===== src/rtl/tmr_array_pkg.sv =====
package tmr_array_pkg;

  localparam int ADDR_W = 3;

  typedef enum logic [ADDR_W-1:0] {
    ADDR_CTRL   = 3'd0,
    ADDR_MASK   = 3'd1,
    ADDR_STATUS = 3'd2,
    ADDR_SETEN  = 3'd3,
    ADDR_CLREN  = 3'd4
  } regAddr_e;

  localparam int CTRL_W      = 3;
  localparam int CTRL_SWRST  = 0;
  localparam int CTRL_RUNDBG = 1;
  localparam int CTRL_RUNDOZ = 2;

  typedef struct packed {
    logic wrCtrl;
    logic wrMask;
    logic clrFlags;
    logic setEn;
    logic clrEn;
  } regStrobe_t;

endpackage


===== src/rtl/tmr_array_decode.sv =====
module tmr_array_decode
  import tmr_array_pkg::*;
(
  input  logic              wrValid,
  input  logic [ADDR_W-1:0] wrAddr,
  output regStrobe_t        strobe
);

  always_comb begin
    strobe = '0;
    if (wrValid) begin
      unique case (wrAddr)
        ADDR_CTRL:   strobe.wrCtrl   = 1'b1;
        ADDR_MASK:   strobe.wrMask   = 1'b1;
        ADDR_STATUS: strobe.clrFlags = 1'b1;
        ADDR_SETEN:  strobe.setEn    = 1'b1;
        ADDR_CLREN:  strobe.clrEn    = 1'b1;
        default:     strobe = '0;
      endcase
    end
  end

endmodule


===== src/rtl/tmr_array_regs.sv =====
module tmr_array_regs
  import tmr_array_pkg::*;
#(
  parameter int N_CHAN = 4,
  parameter int DATA_W = 32
) (
  input  logic              clk,
  input  logic              rstN,
  input  regStrobe_t        strobe,
  input  logic [DATA_W-1:0] wrData,
  input  logic [N_CHAN-1:0] timeoutPulse,
  input  logic [ADDR_W-1:0] rdAddr,
  output logic [DATA_W-1:0] rdData,
  output logic [CTRL_W-1:0] ctrlReg,
  output logic [N_CHAN-1:0] maskReg,
  output logic [N_CHAN-1:0] flagReg,
  output logic [N_CHAN-1:0] enReg
);

  logic              swRst;
  logic [N_CHAN-1:0] chanBits;
  logic [N_CHAN-1:0] flagClr;
  logic [N_CHAN-1:0] enSet;
  logic [N_CHAN-1:0] enClr;

  assign swRst    = ctrlReg[CTRL_SWRST];
  assign chanBits = wrData[N_CHAN-1:0];
  assign flagClr  = strobe.clrFlags ? chanBits : '0;
  assign enSet    = strobe.setEn    ? chanBits : '0;
  assign enClr    = strobe.clrEn    ? chanBits : '0;

  always_ff @(posedge clk or negedge rstN) begin
    if (!rstN) begin
      ctrlReg <= '0;
    end else if (strobe.wrCtrl) begin
      ctrlReg <= wrData[CTRL_W-1:0];
    end
  end

  always_ff @(posedge clk or negedge rstN) begin
    if (!rstN) begin
      maskReg <= '0;
    end else if (swRst) begin
      maskReg <= '0;
    end else if (strobe.wrMask) begin
      maskReg <= chanBits;
    end
  end

  genvar ch;
  generate
    for (ch = 0; ch < N_CHAN; ch++) begin : g_chan
      always_ff @(posedge clk or negedge rstN) begin
        if (!rstN) begin
          flagReg[ch] <= 1'b0;
          enReg[ch]   <= 1'b0;
        end else if (swRst) begin
          flagReg[ch] <= 1'b0;
          enReg[ch]   <= 1'b0;
        end else begin
          flagReg[ch] <= timeoutPulse[ch] | (flagReg[ch] & ~flagClr[ch]);
          enReg[ch]   <= (enReg[ch] | enSet[ch]) & ~enClr[ch];
        end
      end
    end
  endgenerate

  always_comb begin
    rdData = '0;
    case (rdAddr)
      ADDR_CTRL:   rdData[CTRL_W-1:0] = ctrlReg;
      ADDR_MASK:   rdData[N_CHAN-1:0] = maskReg;
      ADDR_STATUS: rdData[N_CHAN-1:0] = flagReg;
      ADDR_SETEN:  rdData[N_CHAN-1:0] = enReg;
      default:     rdData = '0;
    endcase
  end

endmodule


===== src/rtl/tmr_array_ctrl.sv =====
module tmr_array_ctrl
  import tmr_array_pkg::*;
#(
  parameter int N_CHAN = 4,
  parameter int DATA_W = 32
) (
  input  logic              clk,
  input  logic              rstN,
  input  logic              wrValid,
  input  logic [ADDR_W-1:0] wrAddr,
  input  logic [DATA_W-1:0] wrData,
  input  logic [ADDR_W-1:0] rdAddr,
  output logic [DATA_W-1:0] rdData,
  input  logic [N_CHAN-1:0] timeoutPulse,
  input  logic              debugActive,
  input  logic              dozeActive,
  output logic [N_CHAN-1:0] chanEnable,
  output logic [N_CHAN-1:0] chanRunPermit,
  output logic              chanSoftReset,
  output logic              irqOut
);

  regStrobe_t        strobe;
  logic [CTRL_W-1:0] ctrlReg;
  logic [N_CHAN-1:0] maskReg;
  logic [N_CHAN-1:0] flagReg;
  logic [N_CHAN-1:0] enReg;
  logic              haltAll;

  tmr_array_decode i_decode (
    .wrValid (wrValid),
    .wrAddr  (wrAddr),
    .strobe  (strobe)
  );

  tmr_array_regs #(
    .N_CHAN (N_CHAN),
    .DATA_W (DATA_W)
  ) i_regs (
    .clk          (clk),
    .rstN         (rstN),
    .strobe       (strobe),
    .wrData       (wrData),
    .timeoutPulse (timeoutPulse),
    .rdAddr       (rdAddr),
    .rdData       (rdData),
    .ctrlReg      (ctrlReg),
    .maskReg      (maskReg),
    .flagReg      (flagReg),
    .enReg        (enReg)
  );

  assign haltAll = ctrlReg[CTRL_SWRST]
                 | (debugActive & ~ctrlReg[CTRL_RUNDBG])
                 | (dozeActive  & ~ctrlReg[CTRL_RUNDOZ]);

  assign chanEnable    = enReg;
  assign chanRunPermit = haltAll ? '0 : enReg;
  assign chanSoftReset = ctrlReg[CTRL_SWRST];
  assign irqOut        = |(flagReg & maskReg);

endmodule


===== config.mk =====
export PLATFORM = sky130hd
export DESIGN_NAME = tmr_array_ctrl
export DESIGN_NICKNAME = d
export VERILOG_FILES = /design/src/rtl/tmr_array_pkg.sv /design/src/rtl/tmr_array_decode.sv /design/src/rtl/tmr_array_regs.sv /design/src/rtl/tmr_array_ctrl.sv
export SDC_FILE = /design/constraint.sdc
export NUM_CORES = 1
export LEC_CHECK = 0
export CORE_UTILIZATION = 32
export CTS_CLUSTER_SIZE = 16
export DETAILED_ROUTE_END_ITERATION = 8
export HOLD_SLACK_MARGIN = 0.03
export PLACE_DENSITY = 0.81
export SETUP_SLACK_MARGIN = 0.4
export SLEW_MARGIN = 10
export SYNTH_ARGS = -nofsm -noshare
export SYNTH_HDL_FRONTEND = slang
export SYNTH_SLANG_ARGS = --single-unit

===== constraint.sdc =====
create_clock -name clk -period 1.4 [get_ports clk]
set_clock_uncertainty 0.05 [all_clocks]
set_input_delay 0.28 -clock clk [delete_from_list [all_inputs] [get_ports clk]]
set_output_delay 0.28 -clock clk [all_outputs]
set_load 0.02 [all_outputs]

==> flow_summary.ini, run 1 <==
[run_status]
status = finished with violations
violations = negative setup slack

[logic_synthesis]
synthFlopType = dfrtp_1
synth.area.top_cells = dfrtp_1, buf_4, mux4_2
async_flop_share_pct = 100
synth_top_cell_by_area = dfrtp_1
synth.most_common_cell = buf_4
yosysSeqAreaShare_pct = 36.1
synth_top_area_share_pct = 36.1
syn_avg_cell_area_um2 = 9.90
synth_edf_count = 0
yosys_warnings = 0
netlist_instances = 105
synth_cell_type_count = 24
synthTopCellsByCount = buf_4, dfrtp_1, nor2_1, inv_1
synthesis.area_um2 = 1040
ys_seq_elements = 15

[clocking]
clockBufferDepth = 2
cts_tree = built
hold_buffers = 0
cts_root_buffer = clkbuf_4
htree_levels = 1
cts_made_buffers = 3
clkTransAtPathRegs_ns = 0.09
cts_sinks = 15
insertion_delay_ns = 0.30

[place]
place_ws_ns = -1.06
port_buffers = 32
place_congestion = 0.759
dp_hpwl_um = 2080
dpl_cell_area_um2 = 1530

[worst_setup_path]
crit_type = reg2out
r2r-start = i_regs.ctrlReg[0]
critPathRequiredTime_ns = 1.07
critical_path_arrival_ns = 1.47
path_max_fanout = 2
startpoint_type = flop
rr_endpoint = i_regs.ctrlReg[0]
worstRegToRegCells = 5
rrSetupSlack_ns = 0.05
crit_path_end_kind = output port

[power]
clkPwrFrac_pct = 14.5
p_sw_share_pct = 36.0
combinationalPowerShare_pct = 54.2
power.switching_mw = 0.638
p_per_area_nw_per_um2 = 926
leakagePower_nw = 0.869
seqPwrFrac_pct = 31.3
ir_drop_mv = 0.307
cell_internal_pwr_mw = 1.13

[die]
die_w_um = 59
top_level_ports = 89
die_area_um2 = 3480
num_rows = 20
chipHeight_um = 59
core_area_um2 = 3080
start_util_pct = 33.8

[global_routing]
grt_pass1_vias = 960
track_usage_pct = 19.8
grt_overflow = 0
grt_max_degree = 16
antenna_found_initial = 0
grt_pass1_wl_um = 4770

[finish]
fin_util_pct = 62.2
n_fill_cell = 252
finalNetCount = 219
area_growth_pct = 84.1
diodes = 0
stdcell_area_um2 = 1910
drive_gt1_share_pct = 59.6

[worst_hold_path]
hold_class = in2async

[timing]
worst_pin_slew_ns = 0.557
fin_ws_ns = -0.398
finalCritPeriodShare_pct = 128
slew_viol_final = 0
rsz0062_at_grt = true
maxClockFrequency_mhz = 556
period_needed_ns = 1.80
relSlewSlack_pct = 62.6
setup_viol = 11
hold_viol = 0

[route]
routed_wirelength_um = 3250
wire_per_inst_um = 15.1
ant_nets = 0
first_iter_violations = 45
vias = 975
vias_per_cell = 4.53
drc = 0
dr.pass1.iters = 4

[flow_run]
drv_cap = 0
-- flip-flops by register name, summed over array words and instances, names as in the netlist --
| name | count |
|---|---|
| i_regs.maskReg | 4 |
| i_regs.flagReg | 4 |
| i_regs.ctrlReg | 3 |
| i_regs.enReg | 4 |
-- kinds of logic (layout without fill, tap and decap cells) --
logic type | after synthesis | count (layout) | share of synthesized area, %
buffers and inverters | 36 | 75 | 23.5
AND/OR/NAND/NOR | 26 | 26 | 15.6
AO/OA/AOI/OAI | 18 | 18 | 11.9
flip-flops | 15 | 15 | 36.1
multiplexers | 9 | 9 | 12.5
other | 1 | 28 | 0.361
-- metrics by stage --
stage / setup TNS (ns) / power (mW) / hold slack [ns] / std cells
global placement: -11.05 / 1.15 / 0.554 / 200
global route: -3.45 / 1.85 / 0.258 / 215
floorplan: 0 / 0.915 / -0.0656 / 132
detailed placement: -12.07 / 1.17 / 0.557 / 200
CTS: -2.80 / 1.68 / 0.241 / 210
finish: -2.91 / 1.77 / 0.245 / 215
-- critical path, stage by stage (launching register included) --
cell,delay (ns)
dfrtp_2,0.43
mux4_2,0.47
nor2b_4,0.14
buf_6,0.12
-- power groups by stage --
stage	combinational [mW]	clock, mW	sequential [mW]
floorplan	0.335	0	0.581
global placement	0.600	0	0.549
detailed placement	0.618	0	0.554
CTS	0.872	0.254	0.551
global route	1.01	0.280	0.562
finish	0.960	0.257	0.555
-- final cells by class --
class / count / area (um2) / area share [%]
clock buffer: 4 / 26.3 / 1.37
multi-input combinational: 81 / 756 / 39.5
timing repair buffer: 65 / 673 / 35.2
sequential: 15 / 382 / 19.9
tap: 44 / 55.1 / 2.88
inverter: 6 / 22.5 / 1.18
-- placed cells by master (no fill, tap or decap), types with 4 or more instances in the layout --
cell type,n
conb_1,28
buf_6,28
buf_4,18
clkdlybuf4s50_1,12
dfrtp_1,10
inv_1,5
dfrtp_2,5
and2_4,4
a21oi_1,4
nor2_1,4
a311oi_2,4
nor2_4,4
-- metal layers --
layer	global-route usage [%]	vias up	wire length [um]
li1	-	448	-
met1	19.7	474	1160
met2	37.2	47	1870
met3	3.06	6	154
met4	13.9	0	65
met5	0	-	0
-- worst max path at each step --
stage                 startpoint        end  slack, ns  cells past startpoint
3_3_place_gp           rdAddr[0]  rdData[1]      -0.99                      4
4_1_cts          i_regs.enReg[1]  rdData[1]      -0.38                      3
3_5_place_dp           rdAddr[0]  rdData[1]      -1.06                      4
2_1_floorplan  i_regs.ctrlReg[0]  rdData[0]      0.005                      2
5_1_grt        i_regs.ctrlReg[0]  rdData[0]      -0.43                      3
6_report         i_regs.enReg[0]  rdData[0]      -0.40                      3
-- timing repair --
action	4_1_cts	5_1_grt
gates resized for setup	141	26
pin swaps	9	9
endpoints found under the setup margin	29	29
setup buffers	5	5
gates cloned	1	0
Note: power is estimated with default switching activity, not from simulation.
==> inputs of run 2 (changes only) <==
CORE_UTILIZATION = 29   (was 32)
PLACE_DENSITY = 0.77   (was 0.81)
clock period = 1.6 ns   (was 1.4 ns; I/O delays follow)
==> run 2 against run 1 <==
  * The flow still finishes with violations (negative setup slack)
  * Largest power group unchanged
  * Non-clock buffer count shrank 6
  * Wire length down 20%
  * Critical path type unchanged
  * Critical path depth rose by 1
  * Critical endpoint is now rdData[2]
  * Cell count decreased by 1.9%
  * Largest cell class unchanged
  * Design area is 15% lower
  * Worst setup slack better by 0.12 ns
==> flow_summary.ini, run 2 (synthesized netlist as in run 1, its figures left out) <==
[route]
dr.pass1.iters = 4
ant_nets = 0
routed_wirelength_um = 2600
vias_per_cell = 4.22
vias = 890
first_iter_violations = 18
wire_per_inst_um = 12.3
drc = 0

[worst_setup_path]
critPathRequiredTime_ns = 1.23
rrSetupSlack_ns = 0.43
cp_slowest_cell = mux4_2
crit_type = reg2out
cp_top_family = multiplexers
cp_common_cell = buf_6
path_max_fanout = 2
crit_chain = buf_6 -> mux4_2 -> nor2b_4 -> buf_6
startpoint_type = flop
cpPeakStageDelay_ns = 0.44
crit_path_end_kind = output port
critical_path_arrival_ns = 1.51
crit_buf_inv = 2

[timing]
slew_viol_final = 0
finalCritPeriodShare_pct = 117
setup_viol = 8
whs_ns = 0.281
hold_viol = 0
period_needed_ns = 1.88
fin_ws_ns = -0.277
maxClockFrequency_mhz = 533
rsz0062_at_grt = true

[run_status]
status = finished with violations
violations = negative setup slack

[place]
dp_hpwl_um = 1960
place_ws_ns = -0.904
place_congestion = 0.751
dpl_cell_area_um2 = 1540
dp_cells = 205
port_buffers = 32

[clocking]
cts_root_buffer = clkbuf_4
clkTransAtPathRegs_ns = 0.10
cts_sinks = 15
cts_tree = built
cts_made_buffers = 3
clockBufferDepth = 2
insertion_delay_ns = 0.29
htree_levels = 1

[global_routing]
track_usage_pct = 15.0
antenna_found_initial = 0
grt_pass1_wl_um = 4020
grt_max_degree = 16
grt_pass1_vias = 874
grt_overflow = 0

[power]
ir_drop_mv = 0.236
leakagePower_nw = 0.777
p_per_area_nw_per_um2 = 804

[finish]
multi_input_area_um2 = 613
final_common_cell = conb_1
reg_top3 = i_regs.enReg (4), i_regs.flagReg (4), i_regs.maskReg (4)
instances_no_fill = 211
drive_gt1_share_pct = 46.7
stdcell_area_um2 = 1630
diodes = 0
final_cell_mix = conb_1, buf_4, buf_6, clkdlybuf4s50_1, dfrtp_1
n_fill_cell = 321
finalNetCount = 213
area_growth_pct = 57.0
seq_area_um2 = 382

[die]
core_area_um2 = 3390
start_util_pct = 30.7
die_w_um = 61.9
die_area_um2 = 3830
top_level_ports = 89
num_rows = 21
chipHeight_um = 61.9

[flow_run]
drv_cap = 0

[worst_hold_path]
hold_class = in2async
run 2: cell types whose count changed in the layout (fill, tap and decap cells not counted), sizes merged:
cell and delta:
clkinv +1, buf -7, dlygate4sd2 +1, clkdlybuf4s50 -1
run 2: layout make-up:
cell class | count | share of cell area, %
clock inverter | 1 | 0.307
clock buffer | 3 | 1.38
timing repair buffer | 59 | 32.5
sequential | 15 | 23.4
tap | 46 | 3.52
inverter | 6 | 1.38
multi-input combinational | 81 | 37.5
run 2: per-stage QoR:
stage	setup TNS [ns]	utilization [%]	total power, mW
finish	-1.58	48.2	1.31
global route	-2.11	48.2	1.39
CTS	-1.64	48.1	1.30
detailed placement	-8.70	45.4	1.03
global placement	-7.93	45.4	1.02
floorplan	0	-	0.791
run 2: power by group:
part	total, mW	switching, mW	internal (mW)
logic	0.602	0.287	0.315
registers	0.487	0.0472	0.440
clock network	0.223	0.130	0.0929
run 2: per-layer routing:
| metal | part of all wire [%] | global-route usage [%] |
|---|---|---|
| met1 | 41 | 15.7 |
| met2 | 54 | 29.2 |
| met3 | 4.7 | 1.66 |
| met4 | 1.0 | 7.62 |
| met5 | 0 | 0 |
run 2: worst paths after layout:
check | depth (start not counted) | from | endpoint
setup / recovery | 4 | i_regs.ctrlReg[2] | rdData[2]
hold / removal | 2 | rstN | i_regs.flagReg[0]
setup reg to reg | 3 | i_regs.ctrlReg[0] | i_regs.ctrlReg[0]
hold reg to reg | 2 | i_regs.flagReg[3] | i_regs.flagReg[3]
max in group asynchronous | 2 | rstN | i_regs.enReg[2]
min in group clk | 3 | wrAddr[0] | i_regs.ctrlReg[0]
run 2: worst reg2reg max path, stage by stage, from the launching register on:
cell and delay [ns]:
dfrtp_2 0.45, buf_8 0.13, buf_4 0.17, mux2_2 0.26
run 2: repair_timing:
item	CTS	global route
resized for setup	108	7
setup endpoints to repair	29	19
hold buffers	0	0
pin swaps	3	2
setup buffers	2	0
==> inputs of run 3 (changes only) <==
CTS_CLUSTER_SIZE = not set   (was 16)
SETUP_SLACK_MARGIN = 0.3   (was 0.4)
==> run 3 against run 2 <==
  * The flow still finishes with violations (negative setup slack)
  * Global-route usage fell by 0.45 points
  * Critical path depth rose by 1
  * Maximum frequency rose by 3.6%
  * Highest routed layer unchanged
==> flow_summary.ini, run 3 (synthesized netlist as in run 1, its figures left out) <==
[run_status]
status = finished with violations
violations = negative setup slack

[finish]
area_growth_pct = 58.8
drive_gt1_share_pct = 44.6
reg_top3 = i_regs.enReg (4), i_regs.flagReg (4), i_regs.maskReg (4)
diodes = 0
finalNetCount = 216
final_cell_mix = conb_1, buf_4, buf_6, clkdlybuf4s50_1, dfrtp_1
final_common_cell = conb_1
stdcell_area_um2 = 1650

[die]
start_util_pct = 30.7
die_area_um2 = 3830
die_w_um = 61.9
num_rows = 21
chipHeight_um = 61.9
top_level_ports = 89
core_area_um2 = 3390

[clocking]
cts_root_buffer = clkbuf_4
clockBufferDepth = 2
cts_sinks = 15
clkTransAtPathRegs_ns = 0.09
cts_made_buffers = 3
hold_buffers = 0
insertion_delay_ns = 0.28
cts_tree = built
htree_levels = 1

[worst_hold_path]
hold_class = in2async

[flow_run]
drv_cap = 0

[global_routing]
antenna_found_initial = 0
grt_overflow = 0
grt_pass1_wl_um = 3900
grt_max_degree = 16
grt_pass1_vias = 844
track_usage_pct = 14.5

[worst_setup_path]
startpoint_type = input pin
cp_slowest_cell = clkdlybuf4s50_1
rrSetupSlack_ns = 0.32
cpPeakStageDelay_ns = 0.41
critPathRequiredTime_ns = 1.23
cp_common_cell = buf_4
cp_top_family = buffers and inverters
path_max_fanout = 4
crit_chain = clkdlybuf4s50_1 -> a221oi_1 -> buf_4 -> and2_2 -> buf_4
critical_path_arrival_ns = 1.44
crit_buf_inv = 3
crit_path_end_kind = output port
crit_type = in2out

[route]
vias = 911
routed_wirelength_um = 2650
vias_per_cell = 4.26
first_iter_violations = 15
ant_nets = 0
wire_per_inst_um = 12.4
dr.pass1.iters = 4
drc = 0

[timing]
setup_viol = 8
rsz0062_at_grt = true
fin_ws_ns = -0.213
hold_viol = 0
fin_setup_tns_ns = -1.38
period_needed_ns = 1.81
finalCritPeriodShare_pct = 113
slew_viol_final = 0
maxClockFrequency_mhz = 552

[place]
place_ws_ns = -0.930
dpl_cell_area_um2 = 1520
place_congestion = 0.753
dp_hpwl_um = 1980
port_buffers = 32

[power]
ir_drop_mv = 0.221
finalPower_mw = 1.30
leakagePower_nw = 0.790
p_per_area_nw_per_um2 = 787
run 3: power breakdown:
part / internal (mW) / leakage, nW / switching, mW
registers: 0.439 / 0.188 / 0.0395
logic: 0.318 / 0.586 / 0.290
clock network: 0.0967 / 0.0150 / 0.116
run 3: layout make-up:
cell class,instances,area [um2]
fill,313,1740
inverter,6,22.5
clock buffer,4,26.3
multi-input combinational,81,601
tap,46,57.6
sequential,15,380
timing repair buffer,62,564
run 3: metal layers:
metal	up-vias	GRT usage, %	wire length [um]
met3	4	1.45	120
met5	-	0	0
met1	432	16.0	1100
li1	438	-	-
met4	0	7.62	40
met2	37	27.3	1380
run 3: final timing paths:
| check | endpoint | cells past startpoint | from |
|---|---|---|---|
| min in group clk | i_regs.ctrlReg[0] | 3 | wrAddr[1] |
| hold reg to reg | i_regs.maskReg[2] | 3 | i_regs.maskReg[2] |
| setup reg to reg | i_regs.ctrlReg[0] | 4 | i_regs.ctrlReg[0] |
| hold / removal | i_regs.maskReg[0] | 2 | rstN |
| max in group asynchronous | i_regs.enReg[2] | 2 | rstN |
| setup / recovery | chanRunPermit[2] | 5 | debugActive |
run 3: repair_timing:
item	CTS	global route
resized for setup	96	9
endpoints found under the setup margin	29	17
gates cloned	0	0
pin swaps	2	3
setup buffers	2	4
run 3: stage by stage:
| step | instances | util, % | hold slack (ns) |
|---|---|---|---|
| floorplan | 132 | - | -0.0256 |
| global placement | 204 | 44.9 | 0.553 |
| detailed placement | 204 | 44.9 | 0.578 |
| CTS | 210 | 47.1 | 0.293 |
| global route | 214 | 48.7 | 0.301 |
| finish | 214 | 48.7 | 0.289 |
